`config.mk`:
```
export PLATFORM = sky130hd
export DESIGN_NAME = otp_word_mem
export DESIGN_NICKNAME = d
export VERILOG_FILES = /design/src/rtl/otp_pkg.sv /design/src/rtl/otp_mode_decode.sv /design/src/rtl/otp_prog_ctrl.sv /design/src/rtl/otp_array.sv /design/src/rtl/otp_word_mem.sv
export SDC_FILE = /design/constraint.sdc
export NUM_CORES = 2
export LEC_CHECK = 0
export BUFFER_PORTS_ARGS = -buffer_cell sky130_fd_sc_hd__buf_2
export CORE_MARGIN = 3
export CORE_UTILIZATION = 55
export CTS_CLUSTER_SIZE = 25
export DETAILED_ROUTE_END_ITERATION = 8
export PLACE_DENSITY_LB_ADDON = 0.25
export SLEW_MARGIN = 5
export SYNTH_ARGS = -nofsm -noshare
export SYNTH_HDL_FRONTEND = slang
export SYNTH_SLANG_ARGS = --single-unit
```
`constraint.sdc`:
```
create_clock -name clk -period 2.2 [get_ports clk]
set_input_delay 0.22 -clock clk [delete_from_list [all_inputs] [get_ports clk]]
set_output_delay 0.22 -clock clk [all_outputs]
set_load 0.1 [all_outputs]
```
`src/rtl/otp_pkg.sv`:
```
package otp_pkg;

    typedef enum logic [2:0] {
        MODE_STANDBY = 3'd0,
        MODE_READ    = 3'd1,
        MODE_OUT_OFF = 3'd2,
        MODE_PROGRAM = 3'd3,
        MODE_VERIFY  = 3'd4,
        MODE_INHIBIT = 3'd5,
        MODE_IDENT   = 3'd6
    } otp_mode_e;

    localparam logic [15:0] ID_MAKER_WORD  = 16'h001E;
    localparam logic [15:0] ID_DEVICE_WORD = 16'h00F4;

    function automatic logic mode_drives(input otp_mode_e m);
        return (m == MODE_READ) || (m == MODE_VERIFY) || (m == MODE_IDENT);
    endfunction

endpackage

```
`src/rtl/otp_mode_decode.sv`:
```
module otp_mode_decode
    import otp_pkg::*;
#(
    parameter int ADDR_W = 18,
    parameter int HV_BIT = 9
) (
    input  logic [ADDR_W-1:0] addr,
    input  logic              ce_n,
    input  logic              oe_n,
    input  logic              supply_hi,
    input  logic              hv_flag,
    output otp_mode_e         mode
);

    localparam logic [ADDR_W-1:0] ONE     = {{(ADDR_W-1){1'b0}}, 1'b1};
    localparam logic [ADDR_W-1:0] ID_MASK = ~((ONE << HV_BIT) | ONE);

    logic id_hit;

    always_comb begin
        id_hit = !ce_n && !oe_n && hv_flag && ((addr & ID_MASK) == '0);
        if (id_hit) begin
            mode = MODE_IDENT;
        end else if (!supply_hi) begin
            if (ce_n)      mode = MODE_STANDBY;
            else if (oe_n) mode = MODE_OUT_OFF;
            else           mode = MODE_READ;
        end else begin
            unique case ({ce_n, oe_n})
                2'b00:   mode = MODE_READ;
                2'b01:   mode = MODE_PROGRAM;
                2'b10:   mode = MODE_VERIFY;
                default: mode = MODE_INHIBIT;
            endcase
        end
    end

endmodule

```
`src/rtl/otp_prog_ctrl.sv`:
```
module otp_prog_ctrl
    import otp_pkg::*;
#(
    parameter int IDX_W  = 6,
    parameter int DATA_W = 16
) (
    input  logic              clk,
    input  logic              rst_n,
    input  otp_mode_e         mode,
    input  logic              ce_n,
    input  logic [IDX_W-1:0]  idx,
    input  logic [DATA_W-1:0] din,
    output logic              wr_en,
    output logic [IDX_W-1:0]  wr_idx,
    output logic [DATA_W-1:0] wr_data
);

    typedef struct packed {
        logic              armed;
        logic [IDX_W-1:0]  idx;
        logic [DATA_W-1:0] data;
    } prog_state_t;

    prog_state_t s_d, s_q;

    always_comb begin
        s_d       = s_q;
        s_d.armed = (mode == MODE_PROGRAM);
        if (mode == MODE_PROGRAM) begin
            s_d.idx  = idx;
            s_d.data = din;
        end
        wr_en   = s_q.armed && ce_n;
        wr_idx  = s_q.idx;
        wr_data = s_q.data;
    end

    always_ff @(posedge clk) begin
        if (!rst_n) begin
            s_q <= '0;
        end else begin
            s_q <= s_d;
        end
    end

endmodule

```
`src/rtl/otp_array.sv`:
```
module otp_array #(
    parameter int WORDS  = 64,
    parameter int DATA_W = 16,
    localparam int IDX_W = $clog2(WORDS)
) (
    input  logic              clk,
    input  logic              rst_n,
    input  logic              wr_en,
    input  logic [IDX_W-1:0]  wr_idx,
    input  logic [DATA_W-1:0] wr_data,
    input  logic [IDX_W-1:0]  rd_idx,
    output logic [DATA_W-1:0] rd_word
);

    logic [DATA_W-1:0] cell_q [WORDS];

    for (genvar w = 0; w < WORDS; w++) begin : g_word
        logic [DATA_W-1:0] cell_d;

        always_comb begin
            cell_d = cell_q[w];
            if (wr_en && (wr_idx == IDX_W'(w))) begin
                cell_d = cell_q[w] & wr_data;
            end
        end

        always_ff @(posedge clk) begin
            if (!rst_n) begin
                cell_q[w] <= '1;
            end else begin
                cell_q[w] <= cell_d;
            end
        end
    end

    always_comb begin
        rd_word = cell_q[rd_idx];
    end

endmodule

```
`src/rtl/otp_word_mem.sv`:
```
module otp_word_mem
    import otp_pkg::*;
#(
    parameter int ADDR_W = 18,
    parameter int DATA_W = 16,
    parameter int WORDS  = 64,
    parameter int HV_BIT = 9
) (
    input  logic              clk,
    input  logic              rst_n,
    input  logic [ADDR_W-1:0] addr,
    input  logic              ce_n,
    input  logic              oe_n,
    input  logic              prog_supply_hi,
    input  logic              id_volts_a9,
    input  logic [DATA_W-1:0] wr_data,
    output logic [DATA_W-1:0] rd_data,
    output logic              rd_drive
);

    localparam int IDX_W = $clog2(WORDS);

    typedef struct packed {
        logic [DATA_W-1:0] data;
        logic              drive;
    } out_state_t;

    otp_mode_e         mode;
    logic [IDX_W-1:0]  idx;
    logic              wr_en;
    logic [IDX_W-1:0]  wr_idx;
    logic [DATA_W-1:0] wr_word;
    logic [DATA_W-1:0] array_word;
    out_state_t        o_d, o_q;

    assign idx = addr[IDX_W-1:0];

    otp_mode_decode #(
        .ADDR_W (ADDR_W),
        .HV_BIT (HV_BIT)
    ) u_decode (
        .addr      (addr),
        .ce_n      (ce_n),
        .oe_n      (oe_n),
        .supply_hi (prog_supply_hi),
        .hv_flag   (id_volts_a9),
        .mode      (mode)
    );

    otp_prog_ctrl #(
        .IDX_W  (IDX_W),
        .DATA_W (DATA_W)
    ) u_prog (
        .clk     (clk),
        .rst_n   (rst_n),
        .mode    (mode),
        .ce_n    (ce_n),
        .idx     (idx),
        .din     (wr_data),
        .wr_en   (wr_en),
        .wr_idx  (wr_idx),
        .wr_data (wr_word)
    );

    otp_array #(
        .WORDS  (WORDS),
        .DATA_W (DATA_W)
    ) u_array (
        .clk     (clk),
        .rst_n   (rst_n),
        .wr_en   (wr_en),
        .wr_idx  (wr_idx),
        .wr_data (wr_word),
        .rd_idx  (idx),
        .rd_word (array_word)
    );

    always_comb begin
        o_d.drive = mode_drives(mode);
        o_d.data  = '0;
        if (mode == MODE_IDENT) begin
            o_d.data = addr[0] ? DATA_W'(ID_DEVICE_WORD) : DATA_W'(ID_MAKER_WORD);
        end else if (o_d.drive) begin
            o_d.data = array_word;
        end
    end

    always_ff @(posedge clk) begin
        if (!rst_n) begin
            o_q <= '0;
        end else begin
            o_q <= o_d;
        end
    end

    assign rd_data  = o_q.data;
    assign rd_drive = o_q.drive;

endmodule


```
### Word-level counts from Yosys, hierarchy flattened

Memory sizes are Yosys's and may differ from the RTL's.
Cells that the tools add are included.
W data, S select, Z words.

* register bits: 40
* latch bits: 0
* RAM bits: 1024
* ROM bits: 0
* input port bits: 40
* output and inout bits: 17
* word-level logic and storage cells: 416
* memories: 1

* add/sub/neg operators: 0
* multipliers: 0
* divide/modulo/power cells: 0
* $lt $le $gt $ge: 0
* equal/unequal tests: 69
* shift-type cells: 0
* multiplexer cells: 138
* bitwise gates (word level): 128
* reduce and logical (&&, ||, !) cells: 75

Memories
* u_array.cell_q: depth 64, bits a word 16, read ports 65, clocked after memory_dff 0, write ports 64, line otp_array.sv:15 `logic [DATA_W-1:0] cell_q [WORDS];`

Operators by type and width (count)
* $mux W16: 130
* $and A16 B16 Y16: 64
* $eq A6 B6 Y1 const B: 32
* $eq A6 B5 Y1 const B: 16
* $logic_and A1 B1 Y1: 68
* $or A1 B1 Y1: 64
* $eq A6 B4 Y1 const B: 8
* $eq A6 B3 Y1 const B: 4
* $logic_not A18 Y1: 1
* $eq A6 B2 Y1 const B: 2
* $mux W3: 3
* $pmux W3 S3: 1
* $mux W8: 1
* $eq A3 B3 Y1 const B: 2
* $eq A6 B1 Y1 const B: 1
* $logic_not A6 Y1: 1
* $eq A3 B1 Y1 const B: 1
* $eq A3 B2 Y1 const B: 1
* $eq A2 B1 Y1 const B: 1
* $eq A2 B2 Y1 const B: 1
* $logic_not A1 Y1: 2
* $logic_not A2 Y1: 1
* $logic_or A1 B1 Y1: 2
* $mux W1: 2
* $mux W2: 1

### Longest topological paths before layout

* depth in word-level cells: 10
* gate-level depth with buffers: 10
* mapped depth without buffers: 6

### By module

Synthesis repeated with hierarchy kept, for this count alone.

* cell total of the unflattened synthesis: 4254
* area, all modules: 41024.3 µm²

Modules (own cells, without submodules)
* otp_array: instances 1, cells each 4058, area each 39232.6 µm², sequential area each 20499.7 µm²
* otp_prog_ctrl: instances 1, cells each 122, area each 1104.8 µm², sequential area each 460.4 µm²
* otp_word_mem: instances 1, cells each 60, area each 599.3 µm², sequential area each 340.3 µm²
* otp_mode_decode: instances 1, cells each 14, area each 87.6 µm², sequential area each 0.0 µm²

### Worst setup path after synthesis

No wires, ideal clock.

* path kind: input to register
* from: input addr[2]
* to: register o_q, in the netlist rd_data[2]
* setup time: 134 ps
* data arrival time: 1906 ps
* required time: 2066 ps
* setup slack: 160 ps
* stages on the path: 7
* buffers on the path: 3
* path through: buf_4 -> buf_4 -> clkbuf_1 -> mux4_2 -> mux4_2 -> mux2i_1 -> o211ai_1

* longest elaborated chain between the ends: 8
* elaborated cells between the ends (all ways): 11
* those cells by class: eq/ne: 3; mux: 3; reduce/logical: 4; memory: 1

RTL lines
* start, declared: line otp_word_mem.sv:11 `input logic [ADDR_W-1:0] addr,`
* $logic_not A18 Y1: line otp_mode_decode.sv:21 `id_hit = !ce_n && !oe_n && hv_flag && ((addr & ID_MASK) == '0);`
* $logic_and A1 B1 Y1: line otp_mode_decode.sv:21
* $mux W3: line otp_mode_decode.sv:22 `if (id_hit) begin`
* $eq A3 B1 Y1 or $eq A3 B3 Y1 (tied branches): line otp_pkg.sv:17 `return (m == MODE_READ) || (m == MODE_VERIFY) || (m == MODE_IDENT);`
* $logic_or A1 B1 Y1 (2 in series): line otp_pkg.sv:17
* $mux W16: line otp_word_mem.sv:83 `end else if (o_d.drive) begin`
* $mux W16 *: line otp_word_mem.sv:81 `if (mode == MODE_IDENT) begin`
* end signal, assigned: line otp_word_mem.sv:90 `o_q <= '0;`
* end signal, assigned: line otp_word_mem.sv:92 `o_q <= o_d;`
* end, declared: line otp_word_mem.sv:34 `out_state_t o_d, o_q;`

Mark *: on every way between the ends. The rest lies on a longest branch, timed or not.
A chain may end at the register's enable or synchronous reset.

### Worst setup path in the final report

* from: input oe_n
* to: register o_q, in the netlist rd_data[11]

* longest elaborated chain between the ends: 10
* elaborated cells between the ends (all ways): 19
* those cells by class: eq/ne: 5; mux: 7; reduce/logical: 7

RTL lines
* start, declared: line otp_word_mem.sv:13 `input logic oe_n,`
* branches (longest 4 deep; another with $pmux W3 S3)
* $mux W3 *: line otp_mode_decode.sv:22
* $eq A3 B1 Y1 or $eq A3 B3 Y1 (tied branches): line otp_pkg.sv:17
* $logic_or A1 B1 Y1 (2 in series): line otp_pkg.sv:17
* $mux W16: line otp_word_mem.sv:83
* $mux W16 *: line otp_word_mem.sv:81

Every way passes the cells marked *.

==> flow_summary.toml <==
[status]
status = "complete, no violations"

[sta]
max_slew.worst_pin.slew_ns = 1.12
max_freq_mhz = 466
finClkSkew_ns = 0.0275
min_period_ns = 2.15
fin_ws_ns = 0.0547
rsz0062_at_grt = "no"
setup_viol = 0
drv_slew = 0
fin_hold_ws_ns = 0.0529
slew_headroom_pct = 25.6
hold_violations = 0
fin_crit_sh_pct = 97.5

[pwr]
powerDensity_mw_per_mm2 = 849
power_mw = 39.4
leakagePower_nw = 16.7
vdd_drop_max_v = 0.000765

[global_route]
grt_usage_pct = 30.3
grt_pass1_wl_mm = 183
grt-ovfl-total = 0
grt_pass1_vias = 30900
grt_max_degree = 228
grt_antenna_before_repair = 1

[logic_synthesis]
syn-cell-area_mm2 = 0.0406
synth-async-reset-ratio_pct = 0
synthFlopType = "dfxtp_1"
synthCells = 4215
synth_area_per_cell_um2 = 9.62
synth_edf_count = 0
synthTopCellsByCount = "1185 x nand2_1, 1064 x dfxtp_1, 1035 x o21ai_0"
ys_ff_latch = 1064
yosysTopAreaCell = "dfxtp_1"
yosysWarningCount = 0
synth_most_common_cell = "nand2_1"
synth_area_leaders = "dfxtp_1 53%, mux4_2 15%, o21ai_0 13%"
synth.distinct_cells = 43
synth_top_area_share_pct = 52.5
ys_seq_area_share_pct = 52.5
synthesis.nets = 4255

[drt]
postRouteWirelength_mm = 120
wire_per_inst_um = 22.8
drt_iter0_drc = 4274
drc = 0
drt_pass1_iterations = 5
vias_per_cell = 6.20
vias = 32700
final_antenna_net_count = 0

[cells_and_area]
drive_gt1_share_pct = 17.7
layout.nets = 4276
layoutNonFillerInstCount = 5272
fin_util_pct = 64.3
num-fill-cells = 5684
syn_to_final_growth_pct = 14.5

[placed_design]
gp_congestion = 0.900
dp_hpwl_mm = 69.8
portBuffers = 55
post-place-ws_ns = -0.391
numPlacedInstances = 5063

[clock_network]
cts_tree = "done"
root_buffer = "clkbuf_16"
cts_sinks = 1064
cts_buffer_depth = 3
clk_latency_ns = 0.67
post_cts_buffers = 0
numCtsBuffers = 104
htree_levels = 3
clkSlewWorstSetupHoldPaths_ns = 0.06

[floorplanning]
dieArea_mm2 = 0.0770
num_rows = 98
pin_count = 57
coreArea_mm2 = 0.0722
die_x_um = 278
initial_core_util_pct = 56.2
fp.dieH_um = 278

[setup_path]
critical_path_class = "input port to flip-flop"
reg2reg_slack_ns = 0.10
startpoint_type = "input port"
required_ns = 2.78
end_kind = "flip-flop"
cp_data_arrival_time_ns = 2.73
crit_path_max_fanout = 7

[run]
cap_violations = 0

[min_path]
hold_path.class = "input port to flip-flop"
## cells in the final DEF (no fill, tap or decap), types with 14 or more instances in the layout
cell           instances
a21oi_1               38
buf_12                43
buf_2                 50
buf_4                191
clkbuf_1              14
clkbuf_16            105
clkbuf_8              24
clkinv_2              27
dfxtp_1             1048
dfxtp_2               16
dlygate4sd3_1         17
mux2i_1               65
mux4_2               271
nand2_1             1185
nand3_1               20
nor2_1                25
o21ai_0             1035
## path summary, 6_finish.rpt
kind | startpoint | end | cells after the start
worst min-delay path | prog_supply_hi | rd_drive | 4
worst min register to register | u_array.cell_q[7][6] | u_array.cell_q[7][6] | 2
worst max register to register | u_prog.wr_idx[3] | u_array.cell_q[56][5] | 6
worst max-delay path | oe_n | rd_data[11] | 7
## worst max-delay path, stage by stage
cell and delay, ns:
dlygate4sd3_1 0.54, buf_2 0.15, nor3_1 0.18, buf_4 0.17, nor2b_1 0.74, nand3_1 0.51, nor2_1 0.21
## layout make-up
type	count	area (um^2)	share of cell area, %
Inverter	4	15.0	0.0323
Tap cell	950	1190	2.56
Clock inverter	48	502	1.08
Clock buffer	143	3010	6.48
Multi-Input combinational cell	2757	17600	38.0
Timing Repair Buffer	305	2770	5.97
Sequential cell	1064	21300	45.9
Antenna cell	1	2.50	0.00539
## routing by layer
metal	track usage (%)	vias up	routed length, um
met5	0	-	0
met4	11.0	0	4060
met3	5.98	254	11800
met2	47.3	1610	54800
met1	42.2	16100	49300
li1	-	14700	-
## timing repair
action	in CTS	in global routing
hold buffers	17	0
gates resized for setup	0	3
setup endpoints to repair	0	7
hold endpoints to repair	17	0
## through the flow
step | TNS [ns] | cell area [um^2]
floorplan | 0 | 40600
global placement | -1.43 | 42700
detailed placement | -1.71 | 42700
CTS | 0 | 46400
global route | 0 | 46400
finish | 0 | 46400
## cell families (layout without fill, tap and decap cells)
family          count (synthesis)  after routing  synth area share (%)
flops                        1064           1064                  52.5
mux                           343            343                  16.8
buf+inv                       394            500                  4.05
simple gates                 1285           1285                  12.3
compound gates               1129           1129                  14.3
other cells                     0              1                     0
## flip-flops by register name, summed over array words and instances (netlist names)
name,cells
u_array.cell_q,1024
rd_data,16
u_prog.wr_data,16
u_prog.wr_idx,6
rd_drive,1
u_prog.s_q,1
## where the power goes
part	internal, mW	switching, mW
Sequential	19.3	0.0644
Clock	10.6	7.54
Combinational	0.620	1.30
Total	30.5	8.90
Note: power is estimated with default switching activity, not from simulation.
